===== src/rtl/wsf_pkg.sv =====
package wsf_pkg;
  typedef enum logic [3:0] {
    OP_SAVE     = 4'd0,
    OP_RESTORE  = 4'd1,
    OP_FLUSH    = 4'd2,
    OP_SAVED    = 4'd3,
    OP_RESTORED = 4'd4,
    OP_WR_PTR   = 4'd5,
    OP_WR_STATE = 4'd6,
    OP_WR_SAVE  = 4'd7,
    OP_WR_REST  = 4'd8,
    OP_WR_CLEAN = 4'd9,
    OP_WR_OTHER = 4'd10
  } wsf_op_e;

  localparam int STW = 6;
endpackage


===== src/rtl/wsf_trap_calc.sv =====
module wsf_trap_calc #(
  parameter int TTW = 9,
  parameter logic [TTW-1:0] SPILL_BASE = 9'h080,
  parameter logic [TTW-1:0] FILL_BASE  = 9'h0C0,
  parameter logic [TTW-1:0] CLEAN_BASE = 9'h024
) (
  input  logic [wsf_pkg::STW-1:0] state_word,
  input  logic                    other_nz,
  output logic [TTW-1:0]          spill_tt,
  output logic [TTW-1:0]          fill_tt,
  output logic [TTW-1:0]          clean_tt
);
  logic [5:0] offs;

  // Nonzero other count selects the upper field and flags bit 5.
  always_comb begin
    if (other_nz) offs = {1'b1, state_word[5:3], 2'b00};
    else          offs = {1'b0, state_word[2:0], 2'b00};
  end

  assign spill_tt = SPILL_BASE + TTW'(offs);
  assign fill_tt  = FILL_BASE + TTW'(offs);
  assign clean_tt = CLEAN_BASE;
endmodule


===== src/rtl/wsf_cwp_map.sv =====
module wsf_cwp_map #(
  parameter int NWIN = 8,
  parameter int DW   = 8,
  localparam int CW  = $clog2(NWIN)
) (
  input  logic [CW-1:0] cwp_int,
  input  logic [DW-1:0] wr_data,
  output logic [CW-1:0] vis,
  output logic [CW-1:0] wr_int,
  output logic [CW-1:0] int_dn,
  output logic [CW-1:0] int_up
);
  localparam logic [CW-1:0] TOP = CW'(NWIN - 1);
  logic [DW-1:0] wr_mod;

  assign vis    = TOP - cwp_int;
  assign wr_mod = wr_data % DW'(NWIN);
  assign wr_int = TOP - CW'(wr_mod);
  assign int_dn = (cwp_int == '0) ? TOP : cwp_int - 1'b1;
  assign int_up = (cwp_int == TOP) ? '0 : cwp_int + 1'b1;
endmodule


===== src/rtl/wsf_core.sv =====
module wsf_core
  import wsf_pkg::*;
#(
  parameter int NWIN = 8,
  parameter int TTW  = 9,
  localparam int CW  = $clog2(NWIN)
) (
  input  logic           clk,
  input  logic           rst,
  input  logic           cmd_valid,
  input  logic [3:0]     cmd_op,
  input  logic [STW-1:0] wdat,
  input  logic [CW-1:0]  ptr_wr,
  input  logic [CW-1:0]  ptr_dn,
  input  logic [CW-1:0]  ptr_up,
  input  logic [TTW-1:0] spill_tt,
  input  logic [TTW-1:0] fill_tt,
  input  logic [TTW-1:0] clean_tt,
  output logic           trap_valid,
  output logic [TTW-1:0] trap_type,
  output logic           ack,
  output logic [CW-1:0]  cs,
  output logic [CW-1:0]  cr,
  output logic [CW-1:0]  cl,
  output logic [CW-1:0]  ow,
  output logic [STW-1:0] ws,
  output logic [CW-1:0]  ptr
);
  localparam logic [CW-1:0] TOP  = CW'(NWIN - 1);
  localparam logic [CW-1:0] FULL = CW'(NWIN - 2);

  function automatic logic [CW-1:0] up1(input logic [CW-1:0] v);
    return (v == TOP) ? '0 : v + 1'b1;
  endfunction

  function automatic logic [CW-1:0] dn1(input logic [CW-1:0] v);
    return (v == '0) ? TOP : v - 1'b1;
  endfunction

  always_ff @(posedge clk) begin
    if (rst) begin
      trap_valid <= 1'b0;
      trap_type  <= '0;
      ack        <= 1'b0;
      cs         <= FULL;
      cr         <= '0;
      cl         <= TOP;
      ow         <= '0;
      ws         <= '0;
      ptr        <= '0;
    end else begin
      trap_valid <= 1'b0;
      ack        <= 1'b0;
      if (cmd_valid) begin
        unique case (wsf_op_e'(cmd_op))
          OP_SAVE: begin
            if (cs == '0) begin
              trap_valid <= 1'b1;
              trap_type  <= spill_tt;
            end else if (cl == cr) begin
              trap_valid <= 1'b1;
              trap_type  <= clean_tt;
            end else begin
              ack <= 1'b1;
              cs  <= dn1(cs);
              cr  <= up1(cr);
              ptr <= ptr_dn;
            end
          end
          OP_RESTORE: begin
            if (cr == '0) begin
              trap_valid <= 1'b1;
              trap_type  <= fill_tt;
            end else begin
              ack <= 1'b1;
              cr  <= dn1(cr);
              cs  <= up1(cs);
              ptr <= ptr_up;
            end
          end
          OP_FLUSH: begin
            if (cs != FULL) begin
              trap_valid <= 1'b1;
              trap_type  <= spill_tt;
            end else begin
              ack <= 1'b1;
            end
          end
          OP_SAVED: begin
            ack <= 1'b1;
            cs  <= up1(cs);
            if (ow == '0) cr <= dn1(cr);
            else          ow <= dn1(ow);
          end
          OP_RESTORED: begin
            ack <= 1'b1;
            cr  <= up1(cr);
            if (cl < TOP) cl <= cl + 1'b1;
            if (ow == '0) cs <= dn1(cs);
            else          ow <= dn1(ow);
          end
          OP_WR_PTR: begin
            ack <= 1'b1;
            ptr <= ptr_wr;
          end
          OP_WR_STATE: begin
            ack <= 1'b1;
            ws  <= wdat;
          end
          OP_WR_SAVE: begin
            ack <= 1'b1;
            cs  <= wdat[CW-1:0];
          end
          OP_WR_REST: begin
            ack <= 1'b1;
            cr  <= wdat[CW-1:0];
          end
          OP_WR_CLEAN: begin
            ack <= 1'b1;
            cl  <= wdat[CW-1:0];
          end
          OP_WR_OTHER: begin
            ack <= 1'b1;
            ow  <= wdat[CW-1:0];
          end
          default: begin
            ack <= 1'b1;
          end
        endcase
      end
    end
  end
endmodule


===== src/rtl/wsf_window_ctl.sv =====
module wsf_window_ctl #(
  parameter int NWIN = 8,
  parameter int DW   = 8,
  parameter int TTW  = 9,
  parameter logic [TTW-1:0] SPILL_BASE = 9'h080,
  parameter logic [TTW-1:0] FILL_BASE  = 9'h0C0,
  parameter logic [TTW-1:0] CLEAN_BASE = 9'h024,
  localparam int CW  = $clog2(NWIN)
) (
  input  logic           clk,
  input  logic           rst,
  input  logic           cmd_valid,
  input  logic [3:0]     cmd_op,
  input  logic [DW-1:0]  cmd_data,
  output logic           trap_valid,
  output logic [TTW-1:0] trap_type,
  output logic           ack,
  output logic [CW-1:0]  cansave,
  output logic [CW-1:0]  canrestore,
  output logic [CW-1:0]  cleanwin,
  output logic [CW-1:0]  otherwin,
  output logic [5:0]     wstate,
  output logic [CW-1:0]  cwp_vis
);
  logic [TTW-1:0] spill_tt, fill_tt, clean_tt;
  logic [CW-1:0]  ptr, ptr_wr, ptr_dn, ptr_up;

  wsf_trap_calc #(
    .TTW(TTW), .SPILL_BASE(SPILL_BASE), .FILL_BASE(FILL_BASE), .CLEAN_BASE(CLEAN_BASE)
  ) i_trap (
    .state_word(wstate),
    .other_nz  (otherwin != '0),
    .spill_tt  (spill_tt),
    .fill_tt   (fill_tt),
    .clean_tt  (clean_tt)
  );

  wsf_cwp_map #(.NWIN(NWIN), .DW(DW)) i_map (
    .cwp_int(ptr),
    .wr_data(cmd_data),
    .vis    (cwp_vis),
    .wr_int (ptr_wr),
    .int_dn (ptr_dn),
    .int_up (ptr_up)
  );

  wsf_core #(.NWIN(NWIN), .TTW(TTW)) i_core (
    .clk       (clk),
    .rst       (rst),
    .cmd_valid (cmd_valid),
    .cmd_op    (cmd_op),
    .wdat      (cmd_data[5:0]),
    .ptr_wr    (ptr_wr),
    .ptr_dn    (ptr_dn),
    .ptr_up    (ptr_up),
    .spill_tt  (spill_tt),
    .fill_tt   (fill_tt),
    .clean_tt  (clean_tt),
    .trap_valid(trap_valid),
    .trap_type (trap_type),
    .ack       (ack),
    .cs        (cansave),
    .cr        (canrestore),
    .cl        (cleanwin),
    .ow        (otherwin),
    .ws        (wstate),
    .ptr       (ptr)
  );
endmodule


===== config.mk =====
export PLATFORM = sky130hd
export DESIGN_NAME = wsf_window_ctl
export DESIGN_NICKNAME = d
export VERILOG_FILES = /design/src/rtl/wsf_pkg.sv /design/src/rtl/wsf_trap_calc.sv /design/src/rtl/wsf_cwp_map.sv /design/src/rtl/wsf_core.sv /design/src/rtl/wsf_window_ctl.sv
export SDC_FILE = /design/constraint.sdc
export NUM_CORES = 1
export LEC_CHECK = 0
export BUFFER_PORTS_ARGS = -buffer_cell sky130_fd_sc_hd__buf_2
export CORE_MARGIN = 3
export CORE_UTILIZATION = 40
export DETAILED_ROUTE_END_ITERATION = 8
export GPL_TIMING_DRIVEN = 0
export PLACE_DENSITY = 0.7
export SLEW_MARGIN = 20
export SYNTH_ARGS = -nofsm -noshare
export SYNTH_HDL_FRONTEND = slang
export SYNTH_HIERARCHICAL = 1
export SYNTH_SLANG_ARGS = --single-unit

===== constraint.sdc =====
create_clock -name clk -period 2.42 [get_ports clk]
set_input_delay 0.242 -clock clk [delete_from_list [all_inputs] [get_ports clk]]
set_output_delay 0.242 -clock clk [all_outputs]
set_load 0.02 [all_outputs]

==> key figures <==
Critical path
  – RR Startpoint: i_core/cs[0]$_SDFFE_PP0P_
  – Worst path slowest cell: dfxtp_1
  – Critical path origin: i_core/cs[0]$_SDFFE_PP0P_
  – CP required: 2.59 ns
  – Max FO, Critical Path: 4
  – CP Capture Type: flip-flop
  – CP max stage delay: 0.35 ns
  – Worst Path Buf+Inv: 2
  – CP cell instances: inv_1, ha_1, or3b_1, a211o_1, and3_1, buf_6, mux2i_1, nor2_1
  – Crit path arrival time: 2.17 ns
  – Startpoint types: flip-flop
  – Largest delay contributor family on the critical path: simple AND/OR/NAND/NOR gates
  – Critical path type: reg -> reg

Routing
  – Routed WL: 6997 um
  – DRC: 0
  – Final ANT Viol Nets: 0
  – Initial drt markers: 186
  – First-pass DRT Iterations: 5
  – Via count: 2,460
  – Mean routed wirelength per cell: 15.21 um
  – Vias/cell: 5.348

Global routing
  – Total gr overflow: 0
  – Number of global-route vias before repair: 2,360
  – First-pass GRT wire length: 11,660 um
  – Total track usage: 19.42%
  – Largest net degree at the start of global routing: 11
  – Antenna violations before repair: 0

Pwr
  – Sequential Power Share: 39.4%
  – Cell Int Power: 993.8 uW
  – Overall power: 1.425 mW
  – NetSw: 431.6 uW
  – Clock share of power: 36.7%
  – Static leakage: 1.493 nW
  – Power share of the combinational group: 23.9%
  – Sw frac: 30.28%
  – PD cells: 456.8 mW/mm2
  – Highest ir drop seen on vdd: 0.2944 mV

Timing
  – Final setup vio count: 0
  – Max Freq: 0.4981 GHz
  – Final Hold Fails: 0
  – Fin Hold WS: 0.1809 ns
  – Setup tns final: 0 ns
  – Worst-Margin Slew: 0.6098 ns
  – RSZ-0062 raised after global routing: no
  – Tcrit/Tclk final: 82.96%
  – Clock skew: 0.01114 ns
  – Final critical-path required period: 2.008 ns
  – Relative slew slack: 59.35%
  – Slew Limit Fails: 0

Job
  – Max-cap violation count: 0

Layout
  – Ant. Diodes: 0
  – Ratio of cells with drive above 1 in the final layout: 26.63%
  – Area Overhead vs Synth: 17.86%
  – Post-layout net count: 413

Worst hold path
  – Hold path startpoint: cmd_data[3]
  – Worst min-delay path category: in -> reg

Yosys
  – Post-synth EDFFs: 0
  – Distinct cell type count after synthesis: 64
  – Mapped cell area: 0.002648 mm2
  – Gate Count Post-Synth: 317
  – Register area share after synthesis: 24.20%
  – Synth Area per Inst: 8.352 um2
  – FFs w/ async S/R, synth: 0%
  – Yosys reg bits: 32
  – YS warnings: 6
  – Ys flop type: dfxtp_1

Clock network
  – Clock-pin slew on the worst setup and hold paths: 0.07 ns
  – Post-CTS Setup Repair Bufs: 0
  – Htree depth: 2
  – Hold buffer count at CTS: 0
  – Clk buf depth: 2
  – PostCTS Resize Cnt: 0
  – # clock sinks: 32
  – CTS tree: done
  – CTS Buf Count: 5
  – Worst-Skew Late Latency: 0.30 ns
  – CTS root buf: clkbuf_8

Die
  – Row Count: 29
  – Die H: 87.36 um
  – Core Box Area: 0.006386 mm2
  – Boundary Pins: 47
  – Chip width: 87.36 um
  – Die area: 0.007631 mm2
  – Starting density of the core: 41.46%

Placement
  – GP Congestion: 0.9009
  – DP HPWL: 5186 um
  – Buffers on Ports: 41

Status
  – Outcome: completed
worst register-to-register path: cells and delay by family, from the launching register on:
family / cells / cell delay, ns
AO/OA/AOI/OAI: 1 / 0.35
adder cells (fa/ha/maj): 1 / 0.18
buffers and inverters: 2 / 0.26
flip-flops: 1 / 0.35
multiplexers: 1 / 0.15
AND/OR/NAND/NOR: 3 / 0.59
cell usage after synthesis, types with 2 or more instances:
library cell	number	share of area, %
dfxtp_1	32	24
mux2i_1	32	12
nor2_1	29	4.1
buf_4	25	7.1
inv_1	17	2.4
ha_1	16	7.6
a21oi_1	11	2.1
a22oi_1	11	3.1
o22ai_1	11	2.6
buf_2	9	1.7
nand2_1	8	1.1
o21ai_0	8	1.5
nand2b_1	6	1.4
nor3_1	6	1.1
clkbuf_1	5	0.71
nand3_1	5	0.95
nor2b_1	5	1.2
a211o_1	4	1.3
and3_1	4	0.95
buf_6	4	1.7
nand3b_1	4	1.1
nor4_1	4	0.95
a21o_1	3	0.85
a31oi_1	3	0.71
mux2_2	3	1.3
nand4_1	3	0.71
o21ai_1	3	0.57
xnor2_1	3	0.99
a21oi_2	2	0.66
a311o_1	2	0.76
conb_1	2	0.28
inv_2	2	0.28
o21a_1	2	0.57
or3b_1	2	0.66
xor2_1	2	0.66
cell usage in the layout, fill, tap and decap left out, types with 5 or more instances in the layout:
cell      netlist  routed
nor2b_1         5       5
mux2i_1        32      32
a21oi_1        11      11
inv_1          17      17
nand3_1         5       5
a22oi_1        11      11
o22ai_1        11      11
conb_1          2      19
buf_2           9      50
clkbuf_1        5       6
nand2b_1        6       6
buf_4          25      25
nor2_1         29      29
dfxtp_1        32      32
ha_1           16      16
nor3_1          6       6
o21ai_0         8       8
nand2_1         8       8
clkbuf_8        0       5
sequential cells by signal, summed over array words and instances (netlist names), 3 cells and up:
name	flops
i_core/cr	3
i_core/ow	3
i_core/ptr	3
i_core/cs	3
i_core/ws	6
i_core/cl	3
i_core/trap_type	9
worst paths after layout:
check	end	slack (ns)	cells past startpoint
worst max-delay path	i_core/cr[1]$_SDFFE_PP0P_	0.41	8
worst min-delay path	i_core/ws[3]$_SDFFE_PP0P_	0.18	3
worst max register to register	i_core/cr[1]$_SDFFE_PP0P_	0.41	8
worst min register to register	i_core/ptr[1]$_SDFFE_PP0P_	0.48	2
cell type report:
type | instances | area [um2]
multi-input combinational | 239 | 1698
inverter | 19 | 71.32
sequential | 32 | 640.6
buffer | 44 | 301.5
fill | 625 | 3266
clock buffer | 6 | 72.57
timing repair buffer | 41 | 205.2
tap | 77 | 96.34
clock inverter | 2 | 35.03
cell families (layout without fill, tap and decap cells):
| group | Yosys count | in the layout | share of synthesized area (%) |
|---|---|---|---|
| compound gates | 75 | 75 | 20.18 |
| xor+xnor | 5 | 5 | 1.654 |
| other cells | 2 | 19 | 0.2837 |
| buf+inv | 63 | 112 | 14.08 |
| simple gates | 88 | 88 | 18.24 |
| fa+ha+maj | 16 | 16 | 7.561 |
| flops | 32 | 32 | 24.20 |
| mux | 36 | 36 | 13.80 |
power groups by stage:
stage	combinational [mW]	sequential [mW]	clock, mW
finish	0.341	0.561	0.523
global route	0.377	0.564	0.550
CTS	0.335	0.561	0.540
detailed placement	0.334	0.574	0
global placement	0.331	0.573	0
floorplan	0.233	0.589	0
metrics by stage:
stage | util, % | instances | cell area [um2] | setup slack [ns]
5_1_grt | 48.86 | 460 | 3120 | 0.2738
3_5_place_dp | 47.18 | 452 | 3013 | 0.4655
6_report | 48.86 | 460 | 3120 | 0.4124
3_3_place_gp | 47.18 | 452 | 3013 | 0.4637
4_1_cts | 48.86 | 460 | 3120 | 0.4404
2_1_floorplan | - | 334 | 2711 | 0.4930
routing by layer:
layer | track usage, % | up-vias | share of wire (%)
met5 | 0 | - | 0
met4 | 7.531 | 0 | 2.0
met3 | 3.122 | 11 | 5.2
met2 | 31.92 | 70 | 48
met1 | 25.28 | 1146 | 44
li1 | - | 1233 | -
No activity file was read; power rests on OpenSTA's default activity.
